[src/rtl/rwfifo_pkg.sv]
package rwfifo_pkg;

    typedef enum logic [1:0] {
        W_IDLE   = 2'd0,
        W_STORE  = 2'd1,
        W_REFUSE = 2'd2
    } wr_state_e;

    typedef enum logic [1:0] {
        R_IDLE   = 2'd0,
        R_DRIVE  = 2'd1,
        R_REFUSE = 2'd2
    } rd_state_e;

    typedef enum logic [1:0] {
        T_IDLE   = 2'd0,
        T_REWIND = 2'd1,
        T_REFUSE = 2'd2
    } rt_state_e;

    // strobe lane numbering inside the edge sampler
    localparam int LANES  = 3;
    localparam int LN_WR  = 0;
    localparam int LN_RD  = 1;
    localparam int LN_RT  = 2;

endpackage

[src/rtl/strobe_edges.sv]
module strobe_edges #(
    parameter int N = 3
) (
    input  logic         clk,
    input  logic         clear_n,
    input  logic [N-1:0] lvl_n,
    output logic [N-1:0] fall,
    output logic [N-1:0] rise,
    output logic [N-1:0] low
);

    logic [N-1:0] prev;

    // The previous sample clears to "low" so that a strobe held low
    // across the release of clear_n never looks like a falling edge.
    genvar i;
    generate
        for (i = 0; i < N; i++) begin : g_lane
            always_ff @(posedge clk or negedge clear_n) begin
                if (!clear_n) begin
                    prev[i] <= 1'b0;
                end else begin
                    prev[i] <= lvl_n[i];
                end
            end
            assign fall[i] = prev[i] & ~lvl_n[i];
            assign rise[i] = ~prev[i] & lvl_n[i];
            assign low[i]  = ~lvl_n[i];
        end
    endgenerate

endmodule

[src/rtl/port_ctrl.sv]
module port_ctrl
    import rwfifo_pkg::*;
(
    input  logic             clk,
    input  logic             clear_n,
    input  logic [LANES-1:0] fall,
    input  logic [LANES-1:0] rise,
    input  logic [LANES-1:0] low,
    input  logic             is_empty,
    input  logic             is_full,
    output logic             wr_accept,
    output logic             rd_accept,
    output logic             rd_done,
    output logic             rewind,
    output logic             dout_en
);

    wr_state_e wr_st, wr_nx;
    rd_state_e rd_st, rd_nx;
    rt_state_e rt_st, rt_nx;

    // ---------------- next-state logic ----------------
    always_comb begin
        wr_nx = wr_st;
        unique case (wr_st)
            W_IDLE: begin
                if (fall[LN_WR]) begin
                    wr_nx = (!low[LN_RT] && !is_full) ? W_STORE : W_REFUSE;
                end
            end
            W_STORE, W_REFUSE: begin
                if (rise[LN_WR]) wr_nx = W_IDLE;
            end
            default: wr_nx = W_IDLE;
        endcase
    end

    always_comb begin
        rd_nx = rd_st;
        unique case (rd_st)
            R_IDLE: begin
                if (fall[LN_RD]) begin
                    rd_nx = (!low[LN_RT] && !is_empty) ? R_DRIVE : R_REFUSE;
                end
            end
            R_DRIVE, R_REFUSE: begin
                if (rise[LN_RD]) rd_nx = R_IDLE;
            end
            default: rd_nx = R_IDLE;
        endcase
    end

    always_comb begin
        rt_nx = rt_st;
        unique case (rt_st)
            T_IDLE: begin
                if (fall[LN_RT]) begin
                    if (!low[LN_WR] && !low[LN_RD] &&
                        wr_st == W_IDLE && rd_st == R_IDLE) begin
                        rt_nx = T_REWIND;
                    end else begin
                        rt_nx = T_REFUSE;
                    end
                end
            end
            T_REWIND, T_REFUSE: begin
                if (rise[LN_RT]) rt_nx = T_IDLE;
            end
            default: rt_nx = T_IDLE;
        endcase
    end

    // ---------------- state registers ----------------
    always_ff @(posedge clk or negedge clear_n) begin
        if (!clear_n) begin
            wr_st <= W_IDLE;
            rd_st <= R_IDLE;
            rt_st <= T_IDLE;
        end else begin
            wr_st <= wr_nx;
            rd_st <= rd_nx;
            rt_st <= rt_nx;
        end
    end

    // ---------------- outputs ----------------
    always_comb begin
        wr_accept = (wr_st == W_IDLE) && (wr_nx == W_STORE);
        rd_accept = (rd_st == R_IDLE) && (rd_nx == R_DRIVE);
        rd_done   = (rd_st == R_DRIVE) && rise[LN_RD];
        rewind    = (rt_st == T_IDLE) && (rt_nx == T_REWIND);
        dout_en   = (rd_st == R_DRIVE);
    end

endmodule

[src/rtl/occupancy_flags.sv]
module occupancy_flags #(
    parameter int DEPTH = 512,
    localparam int AW = $clog2(DEPTH),
    localparam int CW = AW + 1
) (
    input  logic          clk,
    input  logic          clear_n,
    input  logic          wr_accept,
    input  logic          rd_accept,
    input  logic          rd_done,
    input  logic          rewind,
    output logic [AW-1:0] wptr,
    output logic [AW-1:0] rptr,
    output logic [CW-1:0] count,
    output logic          empty_n,
    output logic          full_n,
    output logic          half_n
);

    localparam logic [CW-1:0] FULL_C = CW'(DEPTH);
    localparam logic [CW-1:0] HALF_C = CW'(DEPTH / 2);

    logic [CW-1:0] cnt_nx;
    logic [CW-1:0] wr_total;
    logic [CW-1:0] wr_total_nx;
    logic          over_half;
    logic          over_half_nx;

    always_comb begin
        if (rewind) begin
            cnt_nx = wr_total;
        end else begin
            cnt_nx = count + {{AW{1'b0}}, wr_accept} - {{AW{1'b0}}, rd_accept};
        end

        wr_total_nx = wr_total;
        if (wr_accept && wr_total != FULL_C) begin
            wr_total_nx = wr_total + 1'b1;
        end

        over_half_nx = over_half;
        if (rewind) begin
            over_half_nx = (cnt_nx > HALF_C);
        end else if (wr_accept && cnt_nx > HALF_C) begin
            over_half_nx = 1'b1;
        end else if (rd_done && cnt_nx <= HALF_C) begin
            over_half_nx = 1'b0;
        end
    end

    always_ff @(posedge clk or negedge clear_n) begin
        if (!clear_n) begin
            wptr      <= '0;
            rptr      <= '0;
            count     <= '0;
            wr_total  <= '0;
            over_half <= 1'b0;
        end else begin
            if (wr_accept) wptr <= wptr + 1'b1;
            if (rewind) begin
                rptr <= '0;
            end else if (rd_accept) begin
                rptr <= rptr + 1'b1;
            end
            count     <= cnt_nx;
            wr_total  <= wr_total_nx;
            over_half <= over_half_nx;
        end
    end

    assign empty_n = (count != '0);
    assign full_n  = (count != FULL_C);
    assign half_n  = ~over_half;

endmodule

[src/rtl/data_store.sv]
module data_store #(
    parameter int DATA_W = 9,
    parameter int DEPTH  = 512,
    localparam int AW = $clog2(DEPTH)
) (
    input  logic              clk,
    input  logic              clear_n,
    input  logic              wr_accept,
    input  logic [AW-1:0]     waddr,
    input  logic [DATA_W-1:0] din,
    input  logic              rd_accept,
    input  logic [AW-1:0]     raddr,
    input  logic              dout_en,
    output logic [DATA_W-1:0] dout
);

    logic [DATA_W-1:0] mem [DEPTH];
    logic [DATA_W-1:0] rdata;

    // a write and a read never hit the same slot in one cycle:
    // that needs a count of 0 (read refused) or DEPTH (write refused)
    always_ff @(posedge clk) begin
        if (wr_accept) mem[waddr] <= din;
    end

    always_ff @(posedge clk or negedge clear_n) begin
        if (!clear_n) begin
            rdata <= '0;
        end else if (rd_accept) begin
            rdata <= mem[raddr];
        end
    end

    assign dout = dout_en ? rdata : '0;

endmodule

[src/rtl/rewind_fifo.sv]
module rewind_fifo
    import rwfifo_pkg::*;
#(
    parameter int DATA_W = 9,
    parameter int DEPTH  = 512,
    localparam int AW = $clog2(DEPTH),
    localparam int CW = AW + 1
) (
    input  logic              clk,
    input  logic              clear_n,
    input  logic              wr_n,
    input  logic              rd_n,
    input  logic              rt_n,
    input  logic [DATA_W-1:0] din,
    output logic [DATA_W-1:0] dout,
    output logic              dout_en,
    output logic              empty_n,
    output logic              full_n,
    output logic              half_n
);

    logic [LANES-1:0] lvl_n;
    logic [LANES-1:0] fall;
    logic [LANES-1:0] rise;
    logic [LANES-1:0] low;

    logic          wr_accept;
    logic          rd_accept;
    logic          rd_done;
    logic          rewind;
    logic [AW-1:0] wptr;
    logic [AW-1:0] rptr;
    logic [CW-1:0] count;

    always_comb begin
        lvl_n        = '1;
        lvl_n[LN_WR] = wr_n;
        lvl_n[LN_RD] = rd_n;
        lvl_n[LN_RT] = rt_n;
    end

    strobe_edges #(.N(LANES)) u_edges (
        .clk     (clk),
        .clear_n (clear_n),
        .lvl_n   (lvl_n),
        .fall    (fall),
        .rise    (rise),
        .low     (low)
    );

    port_ctrl u_ctrl (
        .clk       (clk),
        .clear_n   (clear_n),
        .fall      (fall),
        .rise      (rise),
        .low       (low),
        .is_empty  (~empty_n),
        .is_full   (~full_n),
        .wr_accept (wr_accept),
        .rd_accept (rd_accept),
        .rd_done   (rd_done),
        .rewind    (rewind),
        .dout_en   (dout_en)
    );

    occupancy_flags #(.DEPTH(DEPTH)) u_occ (
        .clk       (clk),
        .clear_n   (clear_n),
        .wr_accept (wr_accept),
        .rd_accept (rd_accept),
        .rd_done   (rd_done),
        .rewind    (rewind),
        .wptr      (wptr),
        .rptr      (rptr),
        .count     (count),
        .empty_n   (empty_n),
        .full_n    (full_n),
        .half_n    (half_n)
    );

    data_store #(.DATA_W(DATA_W), .DEPTH(DEPTH)) u_store (
        .clk       (clk),
        .clear_n   (clear_n),
        .wr_accept (wr_accept),
        .waddr     (wptr),
        .din       (din),
        .rd_accept (rd_accept),
        .raddr     (rptr),
        .dout_en   (dout_en),
        .dout      (dout)
    );

endmodule

[config.mk]
export PLATFORM = sky130hd
export DESIGN_NAME = rewind_fifo
export DESIGN_NICKNAME = d
export VERILOG_FILES = /design/src/rtl/rwfifo_pkg.sv /design/src/rtl/strobe_edges.sv /design/src/rtl/port_ctrl.sv /design/src/rtl/occupancy_flags.sv /design/src/rtl/data_store.sv /design/src/rtl/rewind_fifo.sv
export SDC_FILE = /design/constraint.sdc
export NUM_CORES = 2
export LEC_CHECK = 0
export BUFFER_PORTS_ARGS = -buffer_cell sky130_fd_sc_hd__buf_2
export CAP_MARGIN = 10
export CORE_UTILIZATION = 51
export CTS_CLUSTER_SIZE = 14
export DETAILED_ROUTE_END_ITERATION = 10
export HOLD_SLACK_MARGIN = 0.15
export PLACE_DENSITY = 0.72
export SYNTH_ARGS = -nofsm -noshare
export SYNTH_HDL_FRONTEND = slang
export SYNTH_MEMORY_MAX_BITS = 65536
export SYNTH_SLANG_ARGS = --single-unit
[constraint.sdc]
create_clock -name clk -period 7.35 [get_ports clk]
set_input_delay 1.1025 -clock clk [delete_from_list [all_inputs] [get_ports clk]]
set_output_delay 1.1025 -clock clk [all_outputs]
set_load 0.02 [all_outputs]
==> Flow_metrics.wiki <==
{| class="wikitable"
! Metric !! Value
|-
| Largest buffer count on any clock path || 4
|-
| LEAKAGE || 61.5 nW
|-
| Max rail drop VDD || 0.000314 V
|-
| Fraction of post-synthesis cell area in the top cell type by area || 0.765
|-
| Internal power component || 0.0493 W
|-
| Number of nets in the layout || 8738
|-
| Total CTS buffers || 431
|-
| Total global-route track usage || 0.279
|-
| Routed wire length per instance || 36.3 um
|-
| Post-CTS setup repair buffer count || 0
|-
| Final setup violating endpoints || 0
|-
| Standard-cell row count || 218
|-
| Port buffer count || 26
|-
| Clock power frac || 0.302
|-
| Ports || 27
|-
| Critical path data required time || 8.27 ns
|-
| Switching power || 0.0236 W
|-
| Post-placement cell count || 13000
|-
| Num Clock Sinks || 4665
|-
| Number of fill cells in the layout || 24700
|-
| Setup Crit Path Kind || register to register
|-
| Leading register cell type out of synthesis || edfxtp_1
|-
| Fraction of met3 tracks used by global routing || 0.0869
|-
| Period Utilization, post-route || 0.771
|-
| Number of warnings printed during yosys synthesis || 0
|-
| Number of synthesized register bits || 4665
|-
| Flop2flop setup slack || 1.68 ns
|-
| Per-instance average area after synthesis || 21.2 um^2
|-
| Minimum setup slack after placement || 1.66 ns
|-
| Worst-skew pair later-pin latency || 1.02 ns
|-
| Hold violation count in the final report || 0
|-
| Number of gates given a new drive strength after cts || 0
|-
| Minimum setup slack in the final design || 1.68 ns
|-
| Number of antenna-violating nets in the routed design || 0
|-
| Dominant cell by count in the synthesized netlist || edfxtp_1
|-
| Max-cap violations || 0
|-
| Area of the core region || 353000 um^2
|-
| Via count || 93400
|-
| First-pass DRT Iterations || 9
|-
| Number of buffers added to fix hold violations after cts || 0
|-
| Pins over their slew limit || 0
|-
| Transition at the pin with the smallest max-transition slack || 1.48 ns
|-
| Largest net degree at the start of global routing || 197
|-
| Growth of design area from synthesis to finish || 10.8%
|-
| Sequential power share || 0.409
|-
| Via count of the first global-routing pass || 91300
|-
| Number of DRC markers in iteration 0 || 15300
|-
| Arrival @ worst endpoint || 6.59 ns
|-
| Global-route wire length before repair || 700 mm
|-
| Post-synthesis instance total || 8526
|-
| Total wire length after detailed routing || 501 mm
|-
| Met2 layer usage reported by global route || 0.415
|-
| Top post-synthesis cells by area || edfxtp_1, mux4_2, mux2i_1
|-
| Die Footprint || 357000 um^2
|-
| Via density per instance || 6.77
|-
| Highest net fanout along the worst path || 37
|-
| Ratio of cells with drive above 1 in the final layout || 0.215
|-
| Comb pwr share || 0.289
|-
| Hold Crit Class || input pin to asynchronous set/reset pin
|-
| Total negative slack for setup checks || 0 ns
|-
| Unrepaired setup endpoints after global routing || no
|-
| Clock root buffer || clkbuf_16
|-
| Global route overflow || 0
|-
| Fraction of synthesis flops using an asynchronous set or reset pin || 0.0122
|-
| Busiest metal layer after global routing || met2
|-
| Crit start category || register
|-
| Run status || finished clean
|-
| Post-synthesis sequential area ratio || 0.773
|-
| Critical R2R Capture || u_store.rdata[7]
|-
| Number of different library cells in the post-synthesis netlist || 85
|-
| Switching power as a share of total power || 0.324
|-
| Tightest slew margin relative to the limit || 0.0163
|-
| Met1 layer usage reported by global route || 0.382
|-
| Top achievable clock speed || 176 MHz
|-
| Synth top cells by count || edfxtp_1, mux4_2, nor2_1, mux2i_1, a22oi_1
|-
| Effective utilization at floorplan || 0.513
|-
| Width of the die || 598 um
|-
| Shortest period the worst path allows || 5.67 ns
|-
| Antenna violations before repair || 29
|-
| Post-Syn Nets || 8570
|-
| Power Dens Cells || 364 nW/um^2
|-
| Post-synth EDFFs || 4608
|-
| Post-detail-place hpwl || 292 mm
|-
| Final clock skew || 0.0644 ns
|-
| Final GP Congestion || 0.934
|-
| Source of the worst register-to-register timing path || u_occ.rptr[3]
|-
| Die height || 598 um
|-
| TritonCTS clock tree || built
|-
| Count of cells along the worst register-to-register path || 9
|-
| Type of element capturing the critical path || register
|-
| Netlist area before placement || 181000 um^2
|-
| Count of placed standard cells in the final layout, fillers left out || 13800
|-
| Area leader, netlist || edfxtp_1
|-
| H-tree depth || 5
|-
| Remaining design rule violation count || 0
|-
| CTS clock-pin slew for the worst setup and hold paths || 0.07 ns
|}
metrics by stage:
stage	hold WS [ns]	instance area (um^2)	power, W	util
6_report	0.260	200000	0.0729	0.568
5_1_grt	0.277	200000	0.0743	0.568
4_1_cts	0.239	200000	0.0724	0.568
3_5_place_dp	0.467	187000	0.0508	0.529
3_3_place_gp	0.464	187000	0.0506	0.529
2_1_floorplan	0.441	181000	0.0427	-
worst max-delay path, stage by stage (launching register included):
cell	delay, ns
dfrtp_4	1.06
buf_12	0.37
nand3b_1	0.62
buf_4	0.46
nor2_1	0.87
a22oi_1	0.16
o211ai_1	0.34
nor3_1	0.16
nor3_1	1.03
o221a_2	0.38
power groups by stage:
| stage | sequential, W | clock, W | combinational, W |
|---|---|---|---|
| after floorplan | 0.0300 | 0 | 0.0127 |
| after global placement | 0.0304 | 0 | 0.0203 |
| final | 0.0299 | 0.0220 | 0.0210 |
| after detailed placement | 0.0304 | 0 | 0.0204 |
| after global routing | 0.0298 | 0.0230 | 0.0214 |
| after CTS | 0.0298 | 0.0221 | 0.0205 |
logic make-up after synthesis:
logic type / after synthesis / share of synthesized area
flops: 4665 / 0.773
mux: 1360 / 0.147
simple gates: 975 / 0.0229
compound gates: 899 / 0.0360
buf+inv: 569 / 0.0180
fa+ha+maj: 30 / 0.00212
xor+xnor: 28 / 0.00136
registers in the layout (all words and copies together), names as in the netlist:
| signal | count |
|---|---|
| u_ctrl.rd_st | 2 |
| u_edges.prev | 3 |
| u_occ.rptr | 9 |
| u_occ.count | 10 |
| u_ctrl.wr_st | 2 |
| u_occ.over_half | 1 |
| u_store.mem | 4608 |
| u_occ.wr_total | 10 |
| u_store.rdata | 9 |
| u_ctrl.rt_st | 2 |
| u_occ.wptr | 9 |
layout by cell type (no fill, tap or decap), types with 12 or more instances in the layout:
cell / instances
nor2_1: 577
and2_1: 15
clkinv_1: 88
inv_1: 41
o22ai_1: 59
diode_2: 20
nand4_1: 15
mux2i_1: 324
bufinv_16: 36
a22o_1: 76
ha_1: 29
nor3_1: 46
clkinvlp_4: 14
buf_12: 46
buf_2: 17
nand3_1: 45
mux4_2: 1000
a221oi_1: 121
nand2_4: 12
edfxtp_1: 4608
a22oi_1: 222
a211oi_1: 35
o221ai_1: 55
a31oi_1: 17
o21ai_0: 74
clkbuf_16: 435
mux4_1: 27
nand2_1: 159
dfrtp_1: 50
a21oi_1: 143
xnor2_1: 18
clkbuf_1: 94
clkinv_2: 89
buf_4: 185
per-layer routing:
metal	vias up	wire (um)
li1	36100	-
met1	48600	179000
met2	7410	226000
met3	1214	68500
met4	46	26100
met5	-	669
area by class of cell:
type                            count  area, um^2  share of cell area
Tap cell                         4730        5920              0.0295
Clock buffer                      535       11300              0.0565
Clock inverter                    251        2420              0.0121
Antenna cell                       20        50.0            0.000250
Inverter                           45         178            0.000886
Multi-Input combinational cell   3292       38200               0.191
Sequential cell                  4665      140000               0.697
Timing Repair Buffer              259        2550              0.0127
how the worst max path moves through the flow:
stage                               from                  end  slack (ns)  cells past startpoint
after detailed placement            wr_n  u_store.mem[103][4]        1.66                     10
after global placement              rd_n      u_occ.over_half        1.71                     19
final                      u_occ.rptr[3]     u_store.rdata[7]        1.68                      9
after global routing      u_occ.count[5]      u_occ.over_half        1.38                     20
after floorplan                     rd_n      u_occ.over_half        2.62                     19
after CTS                 u_occ.count[5]      u_occ.over_half        1.83                     20
Note: power is estimated with default switching activity, not from simulation.
